===== src/rtl/evtmr_pkg.sv =====
package evtmr_pkg;
  localparam int TW = 8;
  localparam int AW = 3;

  localparam logic [AW-1:0] ADDR_CTL  = 3'd0;
  localparam logic [AW-1:0] ADDR_ACT  = 3'd1;
  localparam logic [AW-1:0] ADDR_FLG  = 3'd2;
  localparam logic [AW-1:0] ADDR_CNT  = 3'd3;
  localparam logic [AW-1:0] ADDR_CSTA = 3'd4;
  localparam logic [AW-1:0] ADDR_CSTB = 3'd5;

  typedef enum logic [1:0] {ACT_KEEP, ACT_LOW, ACT_HIGH, ACT_TOGGLE} outAct_e;
  typedef enum logic [1:0] {CLR_NONE, CLR_MATCH_A, CLR_MATCH_B, CLR_EXT} clrSrc_e;

  typedef struct packed {
    logic          load;
    logic          clear;
    logic          inc;
    logic          wrConstA;
    logic          wrConstB;
    logic [TW-1:0] data;
  } cntCmd_t;
endpackage


===== src/rtl/evtmr_datapath.sv =====
module evtmr_datapath
  import evtmr_pkg::*;
(
  input  logic          clk,
  input  logic          rstN,
  input  cntCmd_t       cmd,
  output logic [TW-1:0] count,
  output logic [TW-1:0] constA,
  output logic [TW-1:0] constB,
  output logic          eqA,
  output logic          eqB,
  output logic          atMax
);
  always_ff @(posedge clk or negedge rstN) begin
    if (!rstN) begin
      count  <= '0;
      constA <= '1;
      constB <= '1;
    end else begin
      if (cmd.load)       count <= cmd.data;
      else if (cmd.clear) count <= '0;
      else if (cmd.inc)   count <= count + 1'b1;
      if (cmd.wrConstA) constA <= cmd.data;
      if (cmd.wrConstB) constB <= cmd.data;
    end
  end

  assign eqA   = (count == constA);
  assign eqB   = (count == constB);
  assign atMax = &count;
endmodule


===== src/rtl/evtmr_ctrl.sv =====
module evtmr_ctrl
  import evtmr_pkg::*;
#(
  parameter int NUM_TAPS    = 3,
  parameter int SYNC_STAGES = 2
) (
  input  logic                clk,
  input  logic                rstN,
  input  logic [AW-1:0]       addr,
  input  logic                wrEn,
  input  logic                rdEn,
  input  logic [TW-1:0]       wrData,
  output logic [TW-1:0]       rdData,
  input  logic [NUM_TAPS-1:0] tapIn,
  input  logic                extClkIn,
  input  logic                extRstIn,
  input  logic [TW-1:0]       count,
  input  logic [TW-1:0]       constA,
  input  logic [TW-1:0]       constB,
  input  logic                eqA,
  input  logic                eqB,
  input  logic                atMax,
  output cntCmd_t             cmd,
  output logic                waveOut,
  output logic                irqMatchA,
  output logic                irqMatchB,
  output logic                irqOvf,
  output logic                evMatchA,
  output logic                evMatchB,
  output logic                evOvf,
  output logic [2:0]          flagVec
);
  localparam int SEL_W = 3;
  localparam logic [SEL_W-1:0] SEL_EXT_RISE = SEL_W'(NUM_TAPS + 1);
  localparam logic [SEL_W-1:0] SEL_EXT_FALL = SEL_W'(NUM_TAPS + 2);
  localparam logic [SEL_W-1:0] SEL_EXT_BOTH = SEL_W'(NUM_TAPS + 3);

  logic [TW-1:0]       ctlReg;
  logic [3:0]          actReg;
  logic [2:0]          flags;
  logic [2:0]          armed;
  logic [NUM_TAPS-1:0] tapPrev;
  logic [NUM_TAPS-1:0] tapFall;
  logic [SYNC_STAGES:0] clkPipe;
  logic [SYNC_STAGES:0] rstPipe;

  logic [SEL_W-1:0] clkSel;
  clrSrc_e          clrSel;
  logic             extRise, extFall, extRstRise;
  logic             tick, clrReq, ldCnt, flgWr;
  logic [2:0]       events;

  assign clkSel = ctlReg[2:0];
  assign clrSel = clrSrc_e'(ctlReg[4:3]);

  // Falling-edge detect per prescaler tap
  for (genvar g = 0; g < NUM_TAPS; g++) begin : gTapEdge
    assign tapFall[g] = tapPrev[g] & ~tapIn[g];
  end

  always_ff @(posedge clk or negedge rstN) begin
    if (!rstN) begin
      tapPrev <= '0;
      clkPipe <= '0;
      rstPipe <= '0;
    end else begin
      tapPrev <= tapIn;
      clkPipe <= {clkPipe[SYNC_STAGES-1:0], extClkIn};
      rstPipe <= {rstPipe[SYNC_STAGES-1:0], extRstIn};
    end
  end

  assign extRise    =  clkPipe[SYNC_STAGES-1] & ~clkPipe[SYNC_STAGES];
  assign extFall    = ~clkPipe[SYNC_STAGES-1] &  clkPipe[SYNC_STAGES];
  assign extRstRise =  rstPipe[SYNC_STAGES-1] & ~rstPipe[SYNC_STAGES];

  always_comb begin
    tick = 1'b0;
    for (int i = 0; i < NUM_TAPS; i++)
      if (clkSel == SEL_W'(i + 1)) tick = tapFall[i];
    if (clkSel == SEL_EXT_RISE) tick = extRise;
    if (clkSel == SEL_EXT_FALL) tick = extFall;
    if (clkSel == SEL_EXT_BOTH) tick = extRise | extFall;
  end

  // Deferred match: qualified by the next count pulse
  assign evMatchA = tick & eqA;
  assign evMatchB = tick & eqB;

  always_comb begin
    unique case (clrSel)
      CLR_MATCH_A: clrReq = evMatchA;
      CLR_MATCH_B: clrReq = evMatchB;
      CLR_EXT:     clrReq = extRstRise;
      default:     clrReq = 1'b0;
    endcase
  end

  assign ldCnt = wrEn && (addr == ADDR_CNT);
  assign flgWr = wrEn && (addr == ADDR_FLG);

  always_comb begin
    cmd          = '0;
    cmd.data     = wrData;
    cmd.load     = ldCnt;
    cmd.clear    = ~ldCnt & clrReq;
    cmd.inc      = ~ldCnt & ~clrReq & tick;
    cmd.wrConstA = wrEn && (addr == ADDR_CSTA);
    cmd.wrConstB = wrEn && (addr == ADDR_CSTB);
  end

  assign evOvf  = cmd.inc & atMax;
  assign events = {evOvf, evMatchB, evMatchA};

  function automatic logic applyAct(input logic cur, input outAct_e act);
    case (act)
      ACT_LOW:    return 1'b0;
      ACT_HIGH:   return 1'b1;
      ACT_TOGGLE: return ~cur;
      default:    return cur;
    endcase
  endfunction

  always_ff @(posedge clk or negedge rstN) begin
    if (!rstN) begin
      ctlReg  <= '0;
      actReg  <= '0;
      flags   <= '0;
      armed   <= '0;
      waveOut <= 1'b0;
    end else begin
      if (wrEn && addr == ADDR_CTL) ctlReg <= wrData;
      if (wrEn && addr == ADDR_ACT) actReg <= wrData[3:0];

      for (int i = 0; i < 3; i++)
        flags[i] <= events[i] | (flags[i] & ~(flgWr & ~wrData[i] & armed[i]));

      if (rdEn && addr == ADDR_FLG) armed <= flags;
      else if (flgWr)               armed <= '0;

      if (evMatchA)      waveOut <= applyAct(waveOut, outAct_e'(actReg[1:0]));
      else if (evMatchB) waveOut <= applyAct(waveOut, outAct_e'(actReg[3:2]));
    end
  end

  always_comb begin
    case (addr)
      ADDR_CTL:  rdData = ctlReg;
      ADDR_ACT:  rdData = {4'b0, actReg};
      ADDR_FLG:  rdData = {5'b0, flags};
      ADDR_CNT:  rdData = count;
      ADDR_CSTA: rdData = constA;
      ADDR_CSTB: rdData = constB;
      default:   rdData = '0;
    endcase
  end

  assign irqMatchA = flags[0] & ctlReg[5];
  assign irqMatchB = flags[1] & ctlReg[6];
  assign irqOvf    = flags[2] & ctlReg[7];
  assign flagVec   = flags;
endmodule


===== src/rtl/evtmr_top.sv =====
module evtmr_top
  import evtmr_pkg::*;
#(
  parameter int NUM_TAPS    = 3,
  parameter int SYNC_STAGES = 2
) (
  input  logic                clk,
  input  logic                rstN,
  input  logic [2:0]          addr,
  input  logic                wrEn,
  input  logic                rdEn,
  input  logic [7:0]          wrData,
  output logic [7:0]          rdData,
  input  logic [NUM_TAPS-1:0] tapIn,
  input  logic                extClkIn,
  input  logic                extRstIn,
  output logic                waveOut,
  output logic                irqMatchA,
  output logic                irqMatchB,
  output logic                irqOvf
);
  cntCmd_t       cmd;
  logic [TW-1:0] count, constA, constB;
  logic          eqA, eqB, atMax;
  logic          evMatchA, evMatchB, evOvf;
  logic [2:0]    flagVec;

  evtmr_ctrl #(.NUM_TAPS(NUM_TAPS), .SYNC_STAGES(SYNC_STAGES)) u_ctrl (
    .clk(clk), .rstN(rstN), .addr(addr), .wrEn(wrEn), .rdEn(rdEn),
    .wrData(wrData), .rdData(rdData), .tapIn(tapIn), .extClkIn(extClkIn),
    .extRstIn(extRstIn), .count(count), .constA(constA), .constB(constB),
    .eqA(eqA), .eqB(eqB), .atMax(atMax), .cmd(cmd), .waveOut(waveOut),
    .irqMatchA(irqMatchA), .irqMatchB(irqMatchB), .irqOvf(irqOvf),
    .evMatchA(evMatchA), .evMatchB(evMatchB), .evOvf(evOvf), .flagVec(flagVec)
  );

  evtmr_datapath u_dp (
    .clk(clk), .rstN(rstN), .cmd(cmd), .count(count), .constA(constA),
    .constB(constB), .eqA(eqA), .eqB(eqB), .atMax(atMax)
  );
endmodule


===== config.mk =====
export PLATFORM = sky130hd
export DESIGN_NAME = evtmr_top
export DESIGN_NICKNAME = d
export VERILOG_FILES = /design/src/rtl/evtmr_pkg.sv /design/src/rtl/evtmr_datapath.sv /design/src/rtl/evtmr_ctrl.sv /design/src/rtl/evtmr_top.sv
export SDC_FILE = /design/constraint.sdc
export NUM_CORES = 1
export LEC_CHECK = 0
export BUFFER_PORTS_ARGS = -buffer_cell sky130_fd_sc_hd__buf_2
export CORE_MARGIN = 3
export CORE_UTILIZATION = 35
export CTS_BUF_LIST = sky130_fd_sc_hd__clkbuf_4
export CTS_CLUSTER_DIAMETER = 30
export CTS_CLUSTER_SIZE = 25
export DETAILED_ROUTE_END_ITERATION = 8
export PLACE_DENSITY_LB_ADDON = 0.2
export SLEW_MARGIN = 10
export SYNTH_ARGS = -nofsm -noshare
export SYNTH_HDL_FRONTEND = slang
export SYNTH_SLANG_ARGS = --single-unit

===== constraint.sdc =====
create_clock -name clk -period 3.1 [get_ports clk]
set_clock_uncertainty 0.2 [all_clocks]
set_input_delay 0.93 -clock clk [delete_from_list [all_inputs] [get_ports clk]]
set_output_delay 0.93 -clock clk [all_outputs]
set_load 0.1 [all_outputs]

Word-level counts from Yosys, hierarchy flattened:

Cells that the tools add are included.
W data, S select, Z words.

* flip-flop bits (word level): 52
* bits in latches: 0
* RAM bits: 0
* memory bits (read-only): 0
* output and inout bits: 12
* word-level logic and storage cells: 109
* memories: 0

* add/subtract/negate cells: 1
* $mul: 0
* div/mod/pow operators: 0
* magnitude comparators: 0
* equal/unequal tests: 23
* shift operators: 0
* muxes and demuxes: 17
* bitwise logic cells: 43
* reductions and logical operators: 14

Operators by type and width (number)
* $pmux W8 S6: 1
* $and A1 B1 Y1: 24
* $mux W8: 3
* $eq A8 B8 Y1: 2
* $eq A3 B3 Y1 const B: 5
* $not A1 Y1: 15
* $eq A2 B2 Y1 const B: 6
* $eq A3 B2 Y1 const B: 4
* $pmux W1 S3: 3
* $add A8 B1 Y8 const B: 1
* $mux W1: 8
* $reduce_and A8 Y1: 1
* $logic_and A1 B1 Y1: 7
* $eq A2 B1 Y1 const B: 3
* $eq A3 B1 Y1 const B: 2
* $mux W3: 2
* $ne A4 B1 Y1 const B: 1
* $or A1 B1 Y1: 4
* $reduce_bool A2 Y1: 2
* $reduce_bool A4 Y1: 1
* $logic_not A3 Y1: 1
* $reduce_and A3 Y1: 1
* $reduce_bool A3 Y1: 1

Longest topological paths before layout:

* depth after elaboration: 16
* depth in mapped cells: 9

By module:

A second synthesis with hierarchy kept.

* cell total of the unflattened synthesis: 255
* area, all modules: 2869.0 um^2

Modules (own cells, without submodules)
* evtmr_ctrl: instances 1, cells an instance 153, area each 1610.3 um^2
* evtmr_datapath: instances 1, cells an instance 102, area each 1258.7 um^2

Worst setup path before layout:

No wires, ideal clock.

* kind: in2out
* start point: input port addr[0]
* end point: output port rdData[3]
* arrival time: 3.747 ns
* setup slack: -1.777 ns
* cell stages on the path: 4
* buffers on the path: 2
* cells stage by stage: buf_1 -> buf_1 -> a31oi_1 -> o21ai_0

* longest elaborated chain between the ends: 2
* elaborated cells on any way between the ends: 7

Ends and longest elaborated chain
* from (decl): line evtmr_top.sv:9 `input logic [2:0] addr,`
* $eq A3 B3 Y1 (tied with other cells): line evtmr_ctrl.sv:147 `case (addr)`
* $pmux W8 S6 *: line evtmr_ctrl.sv:147
* to (decl): line evtmr_top.sv:13 `output logic [7:0] rdData,`

Every way passes the cells marked *; elsewhere a longest branch is shown, timed or not.

Worst setup path in the final report:

* start point: input port addr[2]
* end point: output port rdData[0]

The elaborated chain is that of the path after synthesis.

==> qor.csv <==
stage,metric,value,unit
clock_tree,clk-insertion-delay-late,0.37,ns
sta,min_period,3.08,ns
status,run_status,"complete, no violations",
place,post-place-cells,413,
sta,slew_headroom,0.496,
clock_tree,clock_sink_count,52,
sta,finalHoldWorstSlack,0.166,ns
setup_path,setup.worst_path.end_class,primary output,
place,detailed_place.area,3470,um^2
die,std_cell_rows,32,
setup_path,crit_arrival,1.95,ns
die,die_area,9360,um^2
global_route,pin_count_of_the_biggest_net_entering_global_routing,23,
finish,final.fill_count,776,
clock_tree,clkSlewWorstSetupHoldPaths,0.15,ns
synth,post_synth.cell_area_avg,10.5,um^2
sta,fin_setup_tns,0,ns
sta,achievable-frequency,325,MHz
finish,finalCoreUtilization,0.469,
finish,layout.area.seq,1320,um^2
clock_tree,ctsHtreeMaxLevel,2,
setup_path,crit_chain,buf_4 -> nor2b_1 -> a22o_1 -> a22oi_2 -> o21ai_4 -> buf_12,
finish,non_filler_cell_area_final,3680,um^2
sta,fin_crit_sh,0.992,
finish,multi_input_comb_area,1630,um^2
setup_path,cpPeakStageDelay,0.23,ns
finish,nets,342,
place,pre_cts_ws,-0.162,ns
drt,wirelength,7690,um
global_route,gr-total-overflow,0,
setup_path,cp.required,1.97,ns
place,gp_routability_congestion,0.805,
die,io-pin-count,32,
place,place.detailed.hpwl,5660,um
setup_path,worst-path-max-fanout,6,
synth,ys_seq_area_frac,0.458,
drt,dr.first_iter.drc_count,90,
sta,hold_viol_final,0,
drt,via_per_inst,5.49,
sta,tightest_slew,0.755,ns
die,initial_utilization,0.367,
global_route,grt_usage,0.167,
finish,n_antenna_cell,0,
finish,area.growth.synth_to_final,27.6,%
synth,postSynthCellCount,275,
clock_tree,clk_root_buffer_cell,clkbuf_4,
place,number_of_buffers_inserted_by_port_buffering,31,
synth,yosys_synthesis_warning_count,0,
setup_path,startpoint_type_of_the_worst_setup_path,primary input,
power,total_power,2.53,mW
sta,final_max_slew_viol_count,0,
power,power.density,687,nW/um^2
global_route,number_of_antenna_violations_at_the_first_check_in_global_routing,0,
sta,setup-violations-final,0,
drt,drt_first_pass_iters,5,
finish,fin_cells,422,
die,die_h,96.8,um
flow_run,max_cap_viol_count,0,
global_route,grt_first_pass_wirelength,12600,um
synth,synth.ff_latch_count,52,
synth,postSynthNetCount,298,
sta,rsz0062_at_grt,true,
clock_tree,cts.path.max_buffers,2,
drt,avgRoutedWirePerCell,18.2,um
synth,mappedNetlistArea,2880,um^2
power,worst_ir_drop_vdd,0.212,mV
global_route,first_global_vias,2346,
synth,yosysUniqueCellTypes,47,
setup_path,criticalPathCategory,in -> out,
drt,ant_nets,0,
power,p_leak,1.48,nW
drt,route.detailed.drc,0,
setup_path,cp_slowest_cell,a22o_1,
min_path,hold_path_class,reg -> reg,
die,die_width,96.8,um
die,core_region_area,7850,um^2
drt,detailroute.via_count,2315,
clock_tree,tritoncts_clock_tree,yes,
finish,drive_gt1_frac,0.438,
clock_tree,cts_buffers,5,
sta,timing.final.ws_setup,0.0249,ns
cell type report:
| cell class | instances | share of cell area |
|---|---|---|
| Clock inverter | 2 | 0.00952 |
| Clock buffer | 6 | 0.0122 |
| Inverter | 7 | 0.00714 |
| Timing Repair Buffer | 53 | 0.133 |
| Sequential cell | 52 | 0.359 |
| Tap cell | 102 | 0.0347 |
| Multi-Input combinational cell | 200 | 0.444 |
cells in the mapped netlist (all sizes together):
| master | n | area, um^2 |
|---|---|---|
| dfrtp | 36 | 901 |
| mux2 | 32 | 360 |
| nand2 | 20 | 75.1 |
| o21ai | 18 | 90.1 |
| dfstp | 16 | 420 |
| nor2 | 15 | 58.8 |
| a21oi | 12 | 60.1 |
| buf | 10 | 56.3 |
| nand2b | 8 | 52.6 |
| nand3 | 8 | 40.0 |
| nand4 | 8 | 50.1 |
| xnor2 | 8 | 70.1 |
| xor2 | 8 | 70.1 |
| inv | 7 | 26.3 |
| nor2b | 7 | 43.8 |
| a22oi | 6 | 45.0 |
| clkbuf | 6 | 23.8 |
| nor3 | 6 | 40.0 |
| a22o | 4 | 35.0 |
| a32oi | 4 | 35.0 |
| mux2i | 4 | 40.0 |
| a221oi | 3 | 38.8 |
| a32o | 3 | 30.0 |
| and2 | 3 | 18.8 |
| ha | 3 | 37.5 |
| nand4b | 3 | 26.3 |
| a31oi | 2 | 12.5 |
| a41oi | 2 | 25.0 |
| nor3b | 2 | 15.0 |
| nor4 | 2 | 12.5 |
| o2111ai | 2 | 17.5 |
| a211oi | 1 | 7.51 |
| and3 | 1 | 6.26 |
| o22a | 1 | 8.76 |
| o22ai | 1 | 6.26 |
| o31ai | 1 | 7.51 |
| or3b | 1 | 8.76 |
| or4b | 1 | 10.0 |
registers in the layout (all words and copies together), names as in the netlist:
register        cells
u_ctrl.ctlReg       8
u_dp.constA         8
u_dp.constB         8
u_dp.count          8
u_ctrl.actReg       4
u_ctrl.armed        3
u_ctrl.clkPipe      3
u_ctrl.flagVec      3
u_ctrl.rstPipe      3
u_ctrl.tapPrev      3
u_ctrl.waveOut      1
timing repair:
action / CTS / global route
gates resized for setup: 16 / 9
setup endpoints to repair: 8 / 8
setup buffers: 0 / 0
cloned: 0 / 1
endpoints found under the hold margin: 0 / 0
pin swaps: 0 / 1
hold buffers: 0 / 0
power by group:
part | leakage [nW] | internal, mW | total, mW | switching, mW
logic | 0.831 | 0.438 | 1.02 | 0.582
clock network | 0.0456 | 0.178 | 0.395 | 0.217
registers | 0.606 | 0.869 | 1.11 | 0.241
total | 1.48 | 1.49 | 2.53 | 1.04
worst max-delay path, delay by kind of cell:
kind / cells / cell delay, ns
AOI/OAI and AO/OA: 3 / 0.53
buffers and inverters: 2 / 0.32
and+or+nand+nor: 1 / 0.15
final timing paths:
check / from / endpoint / slack (ns) / depth (start not counted)
max reg2reg: u_dp.count[2]$_DFFE_PN0P_ / u_dp.count[6]$_DFFE_PN0P_ / 0.64 / 6
min in group asynchronous: rstN / u_ctrl.actReg[3]$_DFFE_PN0P_ / 0.31 / 1
min: u_ctrl.rstPipe[0]$_DFF_PN0_ / u_ctrl.rstPipe[1]$_DFF_PN0_ / 0.17 / 0
max: addr[2] / rdData[0] / 0.02 / 6
max in group asynchronous: rstN / u_dp.constA[6]$_DFFE_PN1P_ / 1.68 / 2
min reg2reg: u_ctrl.rstPipe[0]$_DFF_PN0_ / u_ctrl.rstPipe[1]$_DFF_PN0_ / 0.17 / 0
routing by layer:
metal,vias up,wire length [um],global-route usage
met5,-,0,0
met4,0,42,0.0378
met3,2,194,0.0202
met2,34,3850,0.275
met1,1179,3600,0.236
li1,1100,-,-
cell usage in the layout, fill, tap and decap left out, types with 9 or more instances in the layout:
cell type  count
a21oi_1        9
buf_12         9
buf_2         20
buf_4         19
dfrtp_1       36
dfstp_2       16
mux2_2        32
nand2_1       20
nor2_1        12
o21ai_0       11
logic make-up after synthesis:
family                     count (synthesis)  synth area share
AOI/OAI and AO/OA                         60             0.145
and+or+nand+nor                           85             0.159
xor gates and xnor gates                  16            0.0486
adders and majority gates                  3            0.0130
DFF                                       52             0.458
buffers and inverters                     23            0.0369
muxes                                     36             0.139
Note: power is estimated with default switching activity, not from simulation.
